## src/rtl/ts_snd_pkg.sv

```systemverilog
package ts_snd_pkg;
  localparam int unsigned DEF_SEC_W  = 32;
  localparam int unsigned DEF_USEC_W = 20;
  localparam int unsigned DEF_BYTE_W = 8;

  // number of lanes of width bw needed to hold bits
  function automatic int unsigned lanes_for(input int unsigned bits, input int unsigned bw);
    return (bits + bw - 1) / bw;
  endfunction

  function automatic int unsigned max_u(input int unsigned a, input int unsigned b);
    return (a > b) ? a : b;
  endfunction
endpackage

```

## src/rtl/ts_snd_capture.sv

```systemverilog
module ts_snd_capture #(
  parameter int unsigned SEC_W  = 32,
  parameter int unsigned USEC_W = 20
) (
  input  logic              clk,
  input  logic              load,
  input  logic [SEC_W-1:0]  sec_in,
  input  logic [USEC_W-1:0] usec_in,
  output logic [SEC_W-1:0]  sec_q,
  output logic [USEC_W-1:0] usec_q
);
  // snapshot registers: loaded only on an accepted request
  always_ff @(posedge clk) begin
    if (load) begin
      sec_q  <= sec_in;
      usec_q <= usec_in;
    end
  end
endmodule

```

## src/rtl/ts_snd_seq.sv

```systemverilog
module ts_snd_seq #(
  parameter int unsigned MSG_BYTES = 8,
  localparam int unsigned CNT_W = $clog2(MSG_BYTES + 1)
) (
  input  logic             clk,
  input  logic             rst,
  input  logic             req,
  output logic             accept,
  output logic             busy,
  output logic             strobe,
  output logic             byte_en,
  output logic             last_byte,
  output logic [CNT_W-1:0] idx
);
  localparam logic [CNT_W-1:0] END_CNT  = CNT_W'(MSG_BYTES);
  localparam logic [CNT_W-1:0] LAST_CNT = CNT_W'(MSG_BYTES - 1);

  logic             busy_q;
  logic             stb_q;
  logic [CNT_W-1:0] cnt_q;

  assign accept    = req && !busy_q;
  assign busy      = busy_q;
  assign strobe    = stb_q;
  assign idx       = cnt_q;
  assign byte_en   = busy_q && (cnt_q != END_CNT);
  assign last_byte = busy_q && (cnt_q == LAST_CNT);

  // cnt 0..MSG_BYTES-1 selects the byte driven next, MSG_BYTES is the trailing idle step
  always_ff @(posedge clk) begin
    if (rst) begin
      busy_q <= 1'b0;
      stb_q  <= 1'b0;
      cnt_q  <= '0;
    end else begin
      stb_q <= accept;
      if (accept) begin
        busy_q <= 1'b1;
        cnt_q  <= '0;
      end else if (busy_q) begin
        if (cnt_q == END_CNT) begin
          busy_q <= 1'b0;
          cnt_q  <= '0;
        end else begin
          cnt_q <= cnt_q + 1'b1;
        end
      end
    end
  end
endmodule

```

## src/rtl/ts_snd_bytesel.sv

```systemverilog
module ts_snd_bytesel #(
  parameter int unsigned SEC_W       = 32,
  parameter int unsigned USEC_W      = 20,
  parameter int unsigned BYTE_W      = 8,
  parameter int unsigned FIELD_LANES = 4,
  localparam int unsigned MSG_BYTES  = 2 * FIELD_LANES,
  localparam int unsigned FIELD_BITS = FIELD_LANES * BYTE_W,
  localparam int unsigned CNT_W      = $clog2(MSG_BYTES + 1)
) (
  input  logic              clk,
  input  logic              rst,
  input  logic              en,
  input  logic [CNT_W-1:0]  idx,
  input  logic [SEC_W-1:0]  sec_q,
  input  logic [USEC_W-1:0] usec_q,
  output logic [BYTE_W-1:0] data
);
  // frame image: seconds field in the low half, zero-padded microseconds above it
  function automatic logic [2*FIELD_BITS-1:0] pack_frame(input logic [SEC_W-1:0] s,
                                                          input logic [USEC_W-1:0] u);
    logic [2*FIELD_BITS-1:0] f;
    f = '0;
    f[SEC_W-1:0] = s;
    f[FIELD_BITS +: USEC_W] = u;
    return f;
  endfunction

  logic [2*FIELD_BITS-1:0] frame;
  logic [BYTE_W-1:0]       lanes [MSG_BYTES];
  logic [BYTE_W-1:0]       sel;
  logic [BYTE_W-1:0]       data_q;

  assign frame = pack_frame(sec_q, usec_q);

  for (genvar g = 0; g < MSG_BYTES; g++) begin : g_lane
    assign lanes[g] = frame[g*BYTE_W +: BYTE_W];
  end

  always_comb begin
    sel = '0;
    for (int i = 0; i < MSG_BYTES; i++) begin
      if (idx == CNT_W'(i)) sel = lanes[i];
    end
  end

  always_ff @(posedge clk) begin
    if (rst)     data_q <= '0;
    else if (en) data_q <= sel;
    else         data_q <= '0;
  end

  assign data = data_q;
endmodule

```

## src/rtl/ts_byte_sender.sv

```systemverilog
module ts_byte_sender
  import ts_snd_pkg::*;
#(
  parameter int unsigned SEC_W  = DEF_SEC_W,
  parameter int unsigned USEC_W = DEF_USEC_W,
  parameter int unsigned BYTE_W = DEF_BYTE_W
) (
  input  logic              clk,
  input  logic              rst,
  input  logic [SEC_W-1:0]  sec_in,
  input  logic [USEC_W-1:0] usec_in,
  input  logic              snap_req,
  output logic              ts_stb,
  output logic [BYTE_W-1:0] ts_byte
);
  localparam int unsigned FIELD_LANES = lanes_for(max_u(SEC_W, USEC_W), BYTE_W);
  localparam int unsigned MSG_BYTES   = 2 * FIELD_LANES;
  localparam int unsigned CNT_W       = $clog2(MSG_BYTES + 1);

  // named internal events, observed by the bound checker
  logic              accept_w;
  logic              busy_w;
  logic              byte_en_w;
  logic              last_w;
  logic [CNT_W-1:0]  idx_w;
  logic [SEC_W-1:0]  sec_lat;
  logic [USEC_W-1:0] usec_lat;

  ts_snd_seq #(.MSG_BYTES(MSG_BYTES)) u_seq (
    .clk       (clk),
    .rst       (rst),
    .req       (snap_req),
    .accept    (accept_w),
    .busy      (busy_w),
    .strobe    (ts_stb),
    .byte_en   (byte_en_w),
    .last_byte (last_w),
    .idx       (idx_w)
  );

  ts_snd_capture #(.SEC_W(SEC_W), .USEC_W(USEC_W)) u_cap (
    .clk     (clk),
    .load    (accept_w),
    .sec_in  (sec_in),
    .usec_in (usec_in),
    .sec_q   (sec_lat),
    .usec_q  (usec_lat)
  );

  ts_snd_bytesel #(
    .SEC_W(SEC_W), .USEC_W(USEC_W), .BYTE_W(BYTE_W), .FIELD_LANES(FIELD_LANES)
  ) u_sel (
    .clk    (clk),
    .rst    (rst),
    .en     (byte_en_w),
    .idx    (idx_w),
    .sec_q  (sec_lat),
    .usec_q (usec_lat),
    .data   (ts_byte)
  );
endmodule

```

## config.mk

```make
export PLATFORM = sky130hd
export DESIGN_NAME = ts_byte_sender
export DESIGN_NICKNAME = d
export VERILOG_FILES = /design/src/rtl/ts_snd_pkg.sv /design/src/rtl/ts_snd_capture.sv /design/src/rtl/ts_snd_seq.sv /design/src/rtl/ts_snd_bytesel.sv /design/src/rtl/ts_byte_sender.sv
export SDC_FILE = /design/constraint.sdc
export NUM_CORES = 1
export LEC_CHECK = 0
export BUFFER_PORTS_ARGS = -buffer_cell sky130_fd_sc_hd__buf_2
export CAP_MARGIN = 0
export CORE_UTILIZATION = 40
export DETAILED_ROUTE_END_ITERATION = 6
export GPL_ROUTABILITY_DRIVEN = 1
export REMOVE_ABC_BUFFERS = 1
export SETUP_SLACK_MARGIN = 0.5
export SLEW_MARGIN = 25
export SYNTH_ARGS = -nofsm -noshare
export SYNTH_HDL_FRONTEND = slang
export SYNTH_SLANG_ARGS = --single-unit
```

## constraint.sdc

```tcl
create_clock -name clk -period 3.9 [get_ports clk]
set_input_delay 0.78 -clock clk [delete_from_list [all_inputs] [get_ports clk]]
set_output_delay 0.78 -clock clk [all_outputs]
set_load 0.02 [all_outputs]
```

==> results.cfg <==
[setup_path]
regToRegSetupSlack_ps = 1720
reg2reg_to = u_sel.data[0]
reg2reg_depth = 6
cp-start-kind = flop
arrival_ps = 2440
cp_cell_sequence = inv_1 -> ha_1 -> nor2b_1 -> a221o_1 -> a31oi_1 -> a211oi_1
path_class = flop to flop
slowest_stage = nor2b_1
crit_required_ps = 4160
crit_path_end_kind = flop
cp_slowest_stage_delay_ps = 580
cp_max_fo = 12
rr_startpoint = u_seq.idx[0]

[placed_design]
place_congestion = 0.7550
dp_hpwl_um = 3695
port_buffers = 63
preCtsSetupSlack_ps = 1713

[clock_network]
cts_tree = done
clock-sinks = 66
clockBufferDepth = 2
cts_root_buffer = clkbuf_8
cts.repair.resized = 0
htree_num_levels = 3
clk_pin_slew_worst_paths_ps = 70
ctsHoldBuffers = 0
numCtsBuffers = 9
cts_setup_buffers = 0
clock_latency_ps = 350

[floorplanning]
die_w_um = 82.43
die_h_um = 82.43
initial_core_util = 0.4245
die-area_mm2 = 0.006795
rows = 28
coreArea_mm2 = 0.006096
io_pins = 64

[synth]
synthDistinctLibCells = 30
synthDominantCellAreaShare = 0.6035
synth_area_mm2 = 0.002587
ys_seq_elements = 66
yosys.area.top_type = edfxtp_1
synth_flop_cell = edfxtp_1
yosys_warnings = 0
netlist_top_cells_count = edfxtp_1 (52), a21oi_1 (17), dfxtp_1 (14)
async_reset_ff_frac = 0
synth.most_common_cell = edfxtp_1
netlist_top_cells_area = edfxtp_1 (60%), dfxtp_1 (11%), a21oi_1 (3.3%), a221o_1 (2.3%), nor2b_1 (2.2%)
syn_avg_cell_area_um2 = 13.84
yosysSeqAreaShare = 0.7118
synth_edf_count = 52
syn_inst = 187

[sta]
setup_viol = 0
period_minus_slack_ps = 2185
worst_slack_ps = 1715
final-max-slew-violation-count = 0
skew_ps = 5.202
fmax_mhz = 457.7
worst_slew_pin_slew_ps = 718.3
rsz0062_at_grt = false
setup_tns_ps = 0
hold_viol = 0
slew-limit-headroom = 0.5202
post-route-period-util = 0.5602

[power]
ir_worst_vdd_mv = 0.3181
p_leak_uw = 0.001213
powerDensity_mw_per_mm2 = 476.0

[detailed_routing]
drtIter0Drc = 85
drtPass1Iterations = 4
postRouteWirelength_um = 5331
drc = 0
num_vias = 1758
avgRoutedWirePerCell_um = 16.06
vias_per_cell = 5.295
antenna_left = 0

[global_routing]
grt_overflow = 0
grt_max_degree = 56
grt_first_pass_wirelength_um = 8314
grt_pass1_vias = 1669
antenna_found_initial = 0
track_usage = 0.1783

[hold_path]
hold_path.class = flop to flop
worstHoldStart = u_cap.usec_q[14]
min_path_cells = 1
min_to = u_sel.data[6]

[layout]
multiInputGateArea_um2 = 684.4
drive_above_1_share = 0.3152
seq_area_mm2 = 0.001842
num-nets-final = 311
area_growth_pct = 21.86
num_antenna_cells = 0
num-fill-cells = 545

[job]
cap_viol_max_count = 0

[run_status]
status = finished clean
-- how the worst max path moves through the flow --
stage	end	startpoint	cells past startpoint	slack [ps]
6_report	u_sel.data[0]	u_seq.idx[0]	6	1720
5_1_grt	u_sel.data[0]	u_seq.idx[0]	6	1470
4_1_cts	u_sel.data[0]	u_seq.idx[0]	6	1700
3_5_place_dp	u_sel.data[0]	u_seq.idx[0]	6	1710
3_3_place_gp	u_sel.data[3]	u_seq.idx[0]	6	1830
2_1_floorplan	u_cap.sec_q[0]	snap_req	1	260
-- area by class of cell --
class / count / area share
Timing Repair Buffer: 64 / 0.1024
Inverter: 4 / 0.004762
Sequential cell: 66 / 0.5841
Tap cell: 75 / 0.02976
Multi-Input combinational cell: 107 / 0.2171
Clock inverter: 6 / 0.02143
Clock buffer: 10 / 0.04048
-- stage by stage --
stage / hold slack, ps / instances / instance area [µm²] / utilization / total power [µW]
floorplan: 465.4 / 177 / 2534 / - / 901.9
global placement: 494.1 / 316 / 2958 / 0.4852 / 956.0
detailed placement: 501.5 / 316 / 2958 / 0.4852 / 958.9
CTS: 525.3 / 332 / 3153 / 0.5172 / 1518
global route: 547.9 / 332 / 3153 / 0.5172 / 1564
finish: 516.9 / 332 / 3153 / 0.5172 / 1501
-- cells by family after synthesis --
| family | share of synthesized area |
|---|---|
| flip-flops | 0.7118 |
| adder cells (fa/ha/maj) | 0.01934 |
| AO/OA/AOI/OAI | 0.1485 |
| AND/OR/NAND/NOR | 0.09381 |
| buffers and inverters | 0.02659 |
-- registers in the layout (all words and copies together), names as in the netlist --
name / count
u_sel.data: 8
u_cap.sec_q: 32
u_cap.usec_q: 20
u_seq.busy: 1
u_seq.strobe: 1
u_seq.idx: 4
-- per-layer routing --
metal / share of wire / wire length, µm / track usage / up-vias
met5: 0 / 0 / 0 / -
met4: 0.028 / 147 / 0.09298 / 0
met3: 0.063 / 335 / 0.07363 / 14
met2: 0.46 / 2454 / 0.2545 / 64
met1: 0.45 / 2392 / 0.2307 / 829
li1: - / - / - / 851
-- worst max-delay path, delay by kind of cell (launching register included) --
kind                       cells  cell delay, ps
AOI/OAI and AO/OA              3             610
DFF                            1             350
adders and majority gates      1             430
buffers and inverters          1             130
and+or+nand+nor                1             580
-- cell usage in the layout (no fill, tap or decap), types with 6 or more instances in the layout --
master    instances
nor2b_1           8
o21ai_0          10
a211oi_1          6
nor2_1            9
dfxtp_1          14
clkbuf_8          9
a21oi_1          17
edfxtp_1         52
nand2_1           6
a221o_1           6
buf_2            63
a31oi_1           7
-- where the power goes --
group	leakage, µW	switching [µW]	internal, µW	total, µW
combinational	0.000508	67.2	51.2	118
clock	0.0000925	264	296	559
sequential	0.000612	15.6	807	823
Power figures use the tool's default switching activity.
